===== config.mk =====
export PLATFORM = sky130hd
export DESIGN_NAME = deadtime_clk_gen
export DESIGN_NICKNAME = d
export VERILOG_FILES = /design/src/rtl/dtg_pkg.sv /design/src/rtl/dtg_sync.sv /design/src/rtl/dtg_settle.sv /design/src/rtl/dtg_outreg.sv /design/src/rtl/deadtime_clk_gen.sv
export SDC_FILE = /design/constraint.sdc
export NUM_CORES = 1
export LEC_CHECK = 0
export BUFFER_PORTS_ARGS = -buffer_cell sky130_fd_sc_hd__buf_2
export CAP_MARGIN = 10
export CELL_PAD_IN_SITES_DETAIL_PLACEMENT = 0
export CELL_PAD_IN_SITES_GLOBAL_PLACEMENT = 1
export CORE_ASPECT_RATIO = 0.75
export CORE_MARGIN = 10
export CORE_UTILIZATION = 40
export DETAILED_ROUTE_END_ITERATION = 8
export PLACE_DENSITY = 0.73
export SETUP_SLACK_MARGIN = 0.05
export SLEW_MARGIN = 25
export SYNTH_ARGS = -nofsm -noshare
export SYNTH_HDL_FRONTEND = slang
export SYNTH_SLANG_ARGS = --single-unit

===== constraint.sdc =====
create_clock -name clk -period 2 [get_ports clk]
set_input_delay 0.1 -clock clk [delete_from_list [all_inputs] [get_ports clk]]
set_output_delay 0.1 -clock clk [all_outputs]
set_load 0.02 [all_outputs]

===== src/rtl/dtg_pkg.sv =====
package dtg_pkg;
  localparam int DTG_DT_W        = 8;
  localparam int DTG_SYNC_STAGES = 2;

  typedef struct packed {
    logic hi;
    logic lo;
  } dtg_pair_t;
endpackage


===== src/rtl/dtg_sync.sv =====
// Multi-stage level synchronizer for the asynchronous drive input.
module dtg_sync #(
  parameter int STAGES = 2
) (
  input  logic clk,
  input  logic din,
  output logic dout
);
  logic [STAGES-1:0] chain;

  generate
    if (STAGES == 1) begin : g_one
      always_ff @(posedge clk) chain <= din;
    end else begin : g_many
      always_ff @(posedge clk) chain <= {chain[STAGES-2:0], din};
    end
  endgenerate

  assign dout = chain[STAGES-1];
endmodule


===== src/rtl/dtg_settle.sv =====
// Delayed copy of the synchronized level: it adopts a new level only after
// the level has differed from it for dt_cur consecutive cycles.
module dtg_settle #(
  parameter int DT_W = 8
) (
  input  logic            clk,
  input  logic            rst,
  input  logic            lvl,
  input  logic [DT_W-1:0] dt_cur,
  output logic            settled_nxt
);
  logic            settled;
  logic [DT_W-1:0] age, age_nxt;

  always_comb begin
    settled_nxt = settled;
    age_nxt     = '0;
    if (lvl != settled) begin
      if (age >= dt_cur) begin
        settled_nxt = lvl;
      end else begin
        age_nxt = age + 1'b1;
      end
    end
  end

  always_ff @(posedge clk) begin
    if (rst) begin
      settled <= lvl;
      age     <= '0;
    end else begin
      settled <= settled_nxt;
      age     <= age_nxt;
    end
  end
endmodule


===== src/rtl/dtg_outreg.sv =====
// Registered complementary outputs and the active dead-time register.
module dtg_outreg #(
  parameter int DT_W = 8
) (
  input  logic            clk,
  input  logic            rst,
  input  logic            lvl,
  input  logic            settled_nxt,
  input  logic [DT_W-1:0] dt_req,
  output logic            hs,
  output logic            ls,
  output logic [DT_W-1:0] dt_cur
);
  import dtg_pkg::*;

  dtg_pair_t pair_q;

  always_ff @(posedge clk) begin
    if (rst) begin
      pair_q <= '0;
      dt_cur <= dt_req;
    end else begin
      pair_q.hi <= lvl & settled_nxt;
      pair_q.lo <= ~lvl & ~settled_nxt;
      if (!pair_q.hi && !pair_q.lo) dt_cur <= dt_req;
    end
  end

  assign hs = pair_q.hi;
  assign ls = pair_q.lo;
endmodule


===== src/rtl/deadtime_clk_gen.sv =====
module deadtime_clk_gen #(
  parameter int DT_W        = dtg_pkg::DTG_DT_W,
  parameter int SYNC_STAGES = dtg_pkg::DTG_SYNC_STAGES
) (
  input  logic            clk,
  input  logic            rst,
  input  logic            pwm_in,
  input  logic [DT_W-1:0] dt_value,
  output logic            hs_out,
  output logic            ls_out
);
  logic            lvl_s;
  logic            settled_nxt;
  logic [DT_W-1:0] dt_cur;

  dtg_sync #(.STAGES(SYNC_STAGES)) u_sync (
    .clk  (clk),
    .din  (pwm_in),
    .dout (lvl_s)
  );

  dtg_settle #(.DT_W(DT_W)) u_settle (
    .clk         (clk),
    .rst         (rst),
    .lvl         (lvl_s),
    .dt_cur      (dt_cur),
    .settled_nxt (settled_nxt)
  );

  dtg_outreg #(.DT_W(DT_W)) u_out (
    .clk         (clk),
    .rst         (rst),
    .lvl         (lvl_s),
    .settled_nxt (settled_nxt),
    .dt_req      (dt_value),
    .hs          (hs_out),
    .ls          (ls_out),
    .dt_cur      (dt_cur)
  );
endmodule


==> impl_metrics.ini, run 1 <==
[placed_design]
dp_hpwl_um = 1170
gp_congestion = 0.692
numPortBuffers = 12

[synthesis]
syn_avg_cell_area_um2 = 11.0
synth-seq-cells = 21
synth-adder-area-share = 0.124
synth_top_family_by_area = simple AND/OR/NAND/NOR gates
synth-edff-count = 8
synth-compound-area-share = 0.0536
synth-main-ff-cell = dfxtp_1
synthXorXnorAreaFrac = 0.0673
yosys.area.top_type = dfxtp_1
syn_nets = 103
synth_seq_area_share = 0.549
syn_inst = 83
synth.area.mux_share = 0.0165
ys_warn_count = 0
yosys.area.top_type_share = 0.286
synth.distinct_cells = 23
async_flop_share = 0
syn_area_um2 = 911
synth_simple_gate_area_frac = 0.148
synth_area_leaders = dfxtp_1 29%, edfxtp_1 26%, ha_1 12%

[sta]
slew_violations = 0
fin_crit_sh = 0.861
fin_crit_ns = 1.72
setup-tns-final_ns = 0
maxSlewHeadroom = 0.828
setup_viol = 0
finalHoldViolCount = 0
worst_pin_slew_ns = 0.258
max_freq_ghz = 0.581
skew_ns = 0.00402
rsz0062_at_grt = no

[grt]
grt_max_degree = 13
antenna_found_initial = 0
grt_util_all_layers = 0.0800
grt_pass1_wl_um = 2820
grt_pass1_vias = 622
gr-total-overflow = 0

[power_and_ir_drop]
p_comb_frac = 0.109
intPower_w = 0.000590
power.density_nw_per_um2 = 682
pwr-share-clk = 0.269
pwr-share-seq = 0.622
switchingPower_w = 0.000185
switching_share = 0.239
power.static_leakage_nw = 0.527
ir_drop_mv = 0.396

[worst_setup_path]
cp_slowest_stage_delay_ns = 0.42
critPathKind = register to register
cpMaxStageDelayCell = dfxtp_1
worstPathArrival_ns = 1.93
critPathRequiredTime_ns = 2.21
path_cells = inv_1 -> ha_1 -> and2b_2 -> o21ai_1 -> o211ai_2 -> nand2_2 -> mux2_4
setup.worst_path.start_class = register
worst-path-buf-inv = 1
cp_top_family = flip-flops
r2r_slack_ns = 0.28
worstPathMaxFanout = 5
end_kind = register

[finish]
final_nets = 131
antenna_cells = 0
final_core_util = 0.545
drive_gt1_frac = 0.200
mostFrequentLayoutCell = dfxtp_1
layout_common_cells = 13 x dfxtp_1, 12 x buf_2, 11 x nor2_1
syn_to_final_growth_pct = 24.7

[clocking]
h-tree-depth = 1
cts_buffers = 3
cts_root_buf = clkbuf_4
post_cts_buffers = 0
ctsHoldBuffers = 10
cts_sinks = 21
cts.path.max_buffers = 2
clock_latency_ns = 0.31
cts_resized = 0
path_clk_slew_ns = 0.12
cts_tree = yes

[detailed_routing]
via_per_inst = 4.57
detail_route.first_pass.iterations = 2
post_drt_wl_per_cell_um = 11.8
antenna_left = 0
drtIter0Drc = 17
drc_errors = 0
detail_route.wirelength_um = 1590
via_count = 613

[floorplanning]
dieHeight_um = 61.3
dieArea_um2 = 4610
io_pins = 13
die_w_um = 75.1
rows = 14
initial_core_util = 0.437
core_area_um2 = 2080

[worst_hold_path]
worstHoldPathType = register to register

[run]
max-cap-violations = 0

[status]
status = completed
-- power by group through the flow --
stage          combinational [W]  sequential [W]  clock [W]
2_1_floorplan          0.0000445        0.000491          0
3_3_place_gp           0.0000703        0.000491          0
3_5_place_dp           0.0000704        0.000492          0
4_1_cts                0.0000854        0.000482   0.000217
5_1_grt                0.0000981        0.000485   0.000232
6_report               0.0000844        0.000482   0.000209
-- cells in the mapped netlist, types with 2 or more instances --
cell and n:
nor2_1 11, a21oi_1 2, nand3_1 5, ha_1 9, and3_1 2, nand2_1 3, edfxtp_1 8, xnor2_1 3
xor2_1 4, nor3_1 2, dfxtp_1 13, inv_1 10
-- through the flow --
step | instance area [µm²] | total power, W | cells | setup WS, ns | hold WS [ns]
after global routing | 1140 | 0.000815 | 134 | 0.154 | 0.347
after CTS | 1140 | 0.000785 | 134 | 0.263 | 0.345
after floorplan | 911 | 0.000535 | 83 | 0.388 | 0.128
after global placement | 1010 | 0.000561 | 120 | 0.335 | 0.204
final | 1140 | 0.000775 | 134 | 0.279 | 0.343
after detailed placement | 1010 | 0.000562 | 120 | 0.281 | 0.205
-- final cells by class --
class / count / area, µm²
clock inverter: 1 / 5.00
clock buffer: 3 / 22.5
timing repair buffer: 23 / 168
sequential: 21 / 500
fill: 188 / 948
multi-input combinational: 52 / 373
tap: 24 / 30.0
inverter: 10 / 37.5
-- worst paths after layout --
path	depth (start not counted)	endpoint	start
hold reg to reg	0	u_sync.chain[1]	u_sync.chain[0]
setup / recovery	7	u_settle.settled	u_settle.age[0]
hold / removal	0	u_sync.chain[1]	u_sync.chain[0]
setup reg to reg	7	u_settle.settled	u_settle.age[0]
-- per-layer routing --
metal	part of all wire	vias up	track usage
li1	-	336	-
met3	0.052	2	0.0386
met4	0.0050	0	0.0242
met2	0.41	10	0.113
met1	0.53	265	0.104
met5	0	-	0
-- logic make-up (layout without fill, tap and decap cells) --
family / Yosys count / in the layout
XOR/XNOR: 7 / 7
multiplexers: 1 / 1
AO/OA/AOI/OAI: 7 / 7
buffers and inverters: 10 / 37
adder cells (fa/ha/maj): 9 / 9
flip-flops: 21 / 21
AND/OR/NAND/NOR: 28 / 28
-- registers in the layout (all words and copies together) (netlist names) --
| register | cells |
|---|---|
| u_settle.settled | 1 |
| u_out.dt_cur | 8 |
| u_out.hs | 1 |
| u_sync.chain | 2 |
| u_out.ls | 1 |
| u_settle.age | 8 |
Power figures use the tool's default switching activity.
==> run 2, diff against run 1 <==
Settings changed: CORE_UTILIZATION 40 to 29, PLACE_DENSITY 0.73 to 0.56, SETUP_SLACK_MARGIN 0.05 to 0.3.
==> impl_metrics.ini, run 2 (same netlist as run 1, synthesis figures left out) <==
[floorplanning]
dieArea_um2 = 5810
dieHeight_um = 68.5
core_area_um2 = 2980
io_pins = 13
initial_core_util = 0.306
rows = 17
die_w_um = 84.7

[grt]
grt_max_degree = 13
grt_util_all_layers = 0.0611
grt_pass1_wl_um = 2820
grt_pass1_vias = 621
gr-total-overflow = 0
antenna_found_initial = 0

[worst_setup_path]
end_kind = register
cp_slowest_stage_delay_ns = 0.37
critPathKind = register to register
worstPathArrival_ns = 1.80
critPathRequiredTime_ns = 2.15
cp_top_family = flip-flops
cpMaxStageDelayCell = dfxtp_4
setup.worst_path.start_class = register
worstPathMaxFanout = 5
worst-path-buf-inv = 1
path_cells = inv_1 -> ha_1 -> and2b_2 -> o21ai_2 -> o211ai_2 -> nand2_2 -> mux2_4

[placed_design]
dp.cells = 134
gp_congestion = 0.720
numPortBuffers = 12
dp_hpwl_um = 1250

[detailed_routing]
detail_route.first_pass.iterations = 3
via_per_inst = 4.13
drtIter0Drc = 27
drc_errors = 0
antenna_left = 0
via_count = 594
detail_route.wirelength_um = 1670
post_drt_wl_per_cell_um = 11.6

[finish]
mostFrequentLayoutCell = buf_2
antenna_cells = 0
final_core_util = 0.397
finalNonFillerCells = 144
drive_gt1_frac = 0.321
layout_common_cells = 12 x buf_2, 11 x nor2_1, 11 x dfxtp_1
num-fill-cells = 291
seqCellArea_um2 = 505
syn_to_final_growth_pct = 29.8
multi_input_area_um2 = 420
final_nets = 127
reg_top3 = u_out.dt_cur (8), u_settle.age (8), u_sync.chain (2)

[sta]
rsz0062_at_grt = yes
fin_crit_ns = 1.65
setup_viol = 0
skew_ns = 0.00105
fin_crit_sh = 0.824
slew_violations = 0
max_freq_ghz = 0.607
finalHoldViolCount = 0
maxSlewHeadroom = 0.823
setup-tns-final_ns = 0
worst_pin_slew_ns = 0.264

[power_and_ir_drop]
power.static_leakage_nw = 0.526
power.density_nw_per_um2 = 714
ir_drop_mv = 0.391

[clocking]
path_clk_slew_ns = 0.07
clock_latency_ns = 0.26
cts_root_buf = clkbuf_8
cts_tree = yes
cts_buffers = 3
h-tree-depth = 1
cts.path.max_buffers = 2
cts_sinks = 21

[run]
max-cap-violations = 0

[worst_hold_path]
worstHoldPathType = primary input to register

[status]
status = completed
run 2: changes by cell type in the layout (fill, tap and decap cells not counted), sizes merged:
cell,change
dlygate4sd3,-5
buf,+1
run 2: layer usage:
metal	vias up	global-route usage	share of wire
met5	-	0	0
met4	0	0.0246	0.0054
met3	2	0.0293	0.044
met2	9	0.0921	0.43
met1	258	0.0740	0.52
li1	325	-	-
run 2: cell type report:
class                   instances  share of cell area
repair buffers                 19               0.106
flip-flops and latches         21               0.428
inverters                      10              0.0317
well taps                      38              0.0402
clock buffers                   3              0.0349
multi-input cells              52               0.356
clock inverters                 1             0.00423
run 2: timing repair:
action,CTS,global route
hold endpoints to repair,1,4
resized for setup,1,14
setup endpoints to repair,1,8
hold buffers,1,4
setup buffers,0,1
pin swaps,0,7
run 2: power by group:
group / switching, W / leakage [nW] / internal (W)
Sequential: 0.0000136 / 0.191 / 0.000468
Combinational: 0.0000427 / 0.310 / 0.0000462
Clock: 0.000135 / 0.0255 / 0.000139
Total: 0.000191 / 0.526 / 0.000653
run 2: through the flow:
stage / hold WS (ns) / total power, W / worst slack [ns] / cell area, µm²
floorplan: 0.128 / 0.000535 / 0.388 / 911
global placement: 0.204 / 0.000562 / 0.332 / 1030
detailed placement: 0.204 / 0.000563 / 0.291 / 1030
CTS: 0.0000267 / 0.000846 / 0.305 / 1080
global route: 0.00188 / 0.000894 / 0.277 / 1180
finish: 0.0151 / 0.000845 / 0.352 / 1180
run 2: worst reg2reg max path, delay by kind of cell, from the launching register on:
kind / cells / cell delay, ns
compound gates: 2 / 0.28
simple gates: 2 / 0.32
buf+inv: 1 / 0.04
mux: 1 / 0.29
fa+ha+maj: 1 / 0.25
flops: 1 / 0.37
run 2: path summary, 6_finish.rpt:
path / from / to / slack [ns] / depth (start not counted)
max reg2reg: u_settle.age[0] / u_settle.settled / 0.35 / 7
max: u_settle.age[0] / u_settle.settled / 0.35 / 7
min reg2reg: u_sync.chain[0] / u_sync.chain[1] / 0.33 / 0
min: dt_value[4] / u_out.dt_cur[4] / 0.02 / 1
==> run 3, diff against run 2 <==
Settings changed: PLACE_DENSITY 0.56 to 0.58.
Clock period 2 ns to 1.5 ns, I/O delays scaled along.
==> impl_metrics.ini, run 3 (same netlist as run 1, synthesis figures left out) <==
[detailed_routing]
via_per_inst = 4.18
drc_errors = 0
via_count = 661
antenna_left = 0
post_drt_wl_per_cell_um = 11.6
detail_route.wirelength_um = 1830
detail_route.first_pass.iterations = 3
drtIter0Drc = 4

[worst_setup_path]
setup.worst_path.start_class = register
end_kind = register
timing.rr.end = u_settle.settled
r2r_slack_ns = -0.1
critPathRequiredTime_ns = 1.66
worstPathArrival_ns = 1.76
worstPathMaxFanout = 4
worstRegToRegCells = 6
endpoint = u_settle.settled
critPathKind = register to register
r2r_start = u_out.dt_cur[0]
critPathLaunch = u_out.dt_cur[0]

[power_and_ir_drop]
power_w = 0.00118
ir_drop_mv = 0.554
power.static_leakage_nw = 0.595
power.density_nw_per_um2 = 881

[clocking]
cts_tree = yes
cts_buffers = 3
cts_sinks = 21
path_clk_slew_ns = 0.08
clock_latency_ns = 0.26
h-tree-depth = 1
cts.path.max_buffers = 2
cts_root_buf = clkbuf_8

[sta]
fin_crit_sh = 1.06
fin_ws_ns = -0.0967
finalHoldViolCount = 0
setup_viol = 10
skew_ns = 0.00122
finalHoldWorstSlack_ns = 0.0654
worst_pin_slew_ns = 0.426
slew_violations = 0
setup-tns-final_ns = -0.187
max_freq_ghz = 0.626
fin_crit_ns = 1.60
maxSlewHeadroom = 0.716
rsz0062_at_grt = yes

[finish]
layout_common_cells = 12 x buf_2, 12 x dfxtp_1, 11 x nor2_1, 11 x buf_4
syn_to_final_growth_pct = 46.4
antenna_cells = 0
reg_top3 = u_out.dt_cur (8), u_settle.age (8), u_sync.chain (2)
final_nets = 141
finalNonFillerCells = 158
drive_gt1_frac = 0.375
final_core_util = 0.448

[status]
violations = negative setup slack
status = finished with violations

[grt]
antenna_found_initial = 0
grt_pass1_vias = 670
grt_pass1_wl_um = 3060
gr-total-overflow = 0
grt_util_all_layers = 0.0672
grt_max_degree = 14

[placed_design]
gp_congestion = 0.736
dp.cells = 141
dp_hpwl_um = 1330
numPortBuffers = 12

[floorplanning]
dieHeight_um = 68.5
die_w_um = 84.7
io_pins = 13
core_area_um2 = 2980
rows = 17
initial_core_util = 0.306
dieArea_um2 = 5810

[worst_hold_path]
worstHoldPathType = primary input to register

[run]
max-cap-violations = 0
run 3: changes by cell type in the layout (fill, tap and decap cells not counted), sizes merged:
cell	previous run	this run
buf	14	24
dlygate4sd3	5	9
clkinv	1	0
clkinvlp	0	1
run 3: report_power, final:
part	switching, W	leakage (nW)	internal (W)	total (W)
combinational	0.0000700	0.384	0.0000813	0.000151
clock	0.000197	0.0217	0.000188	0.000385
sequential	0.0000148	0.190	0.000625	0.000639
total	0.000282	0.595	0.000894	0.00118
run 3: area by class of cell:
cell class / count / area [µm²]
flip-flops and latches: 21 / 502
well taps: 38 / 47.5
fillers: 291 / 1640
multi-input cells: 52 / 454
clock inverters: 1 / 7.51
inverters: 10 / 37.5
clock buffers: 3 / 41.3
repair buffers: 33 / 244
run 3: critical path, cell delays in order (launching register included):
cell,delay [ns]
edfxtp_1,0.38
ha_1,0.28
and2b_2,0.21
o21ai_2,0.11
o211ai_2,0.13
nand2_2,0.10
mux2_4,0.29
run 3: how the worst min path moves through the flow:
stage	start	endpoint	slack [ns]	depth (start not counted)
2_1_floorplan	pwm_in	u_sync.chain[0]	0.10	0
3_3_place_gp	pwm_in	u_sync.chain[0]	0.18	1
3_5_place_dp	pwm_in	u_sync.chain[0]	0.18	1
4_1_cts	rst	u_out.ls	0.03	2
5_1_grt	rst	u_out.ls	0.06	2
6_report	rst	u_out.ls	0.07	2
run 3: per-layer routing:
metal  vias to the layer above  track usage  part of all wire
met3                         2       0.0269             0.033
met4                         0       0.0430             0.019
met2                        10       0.0996              0.42
met1                       293       0.0806              0.53
met5                         -            0                 0
li1                        356            -                 -
run 3: stage by stage:
step / setup WS [ns] / cell area (µm²)
4_1_cts: -0.124 / 1280
6_report: -0.0967 / 1330
5_1_grt: -0.168 / 1330
2_1_floorplan: -0.0418 / 920
3_5_place_dp: -0.156 / 1090
3_3_place_gp: -0.132 / 1090
run 3: timing repair:
action,4_1_cts,5_1_grt
buffers inserted,2,2
endpoints found under the setup margin,11,11
hold endpoints to repair,9,0
hold buffers,9,0
pin swaps,9,9
resized for setup,10,6
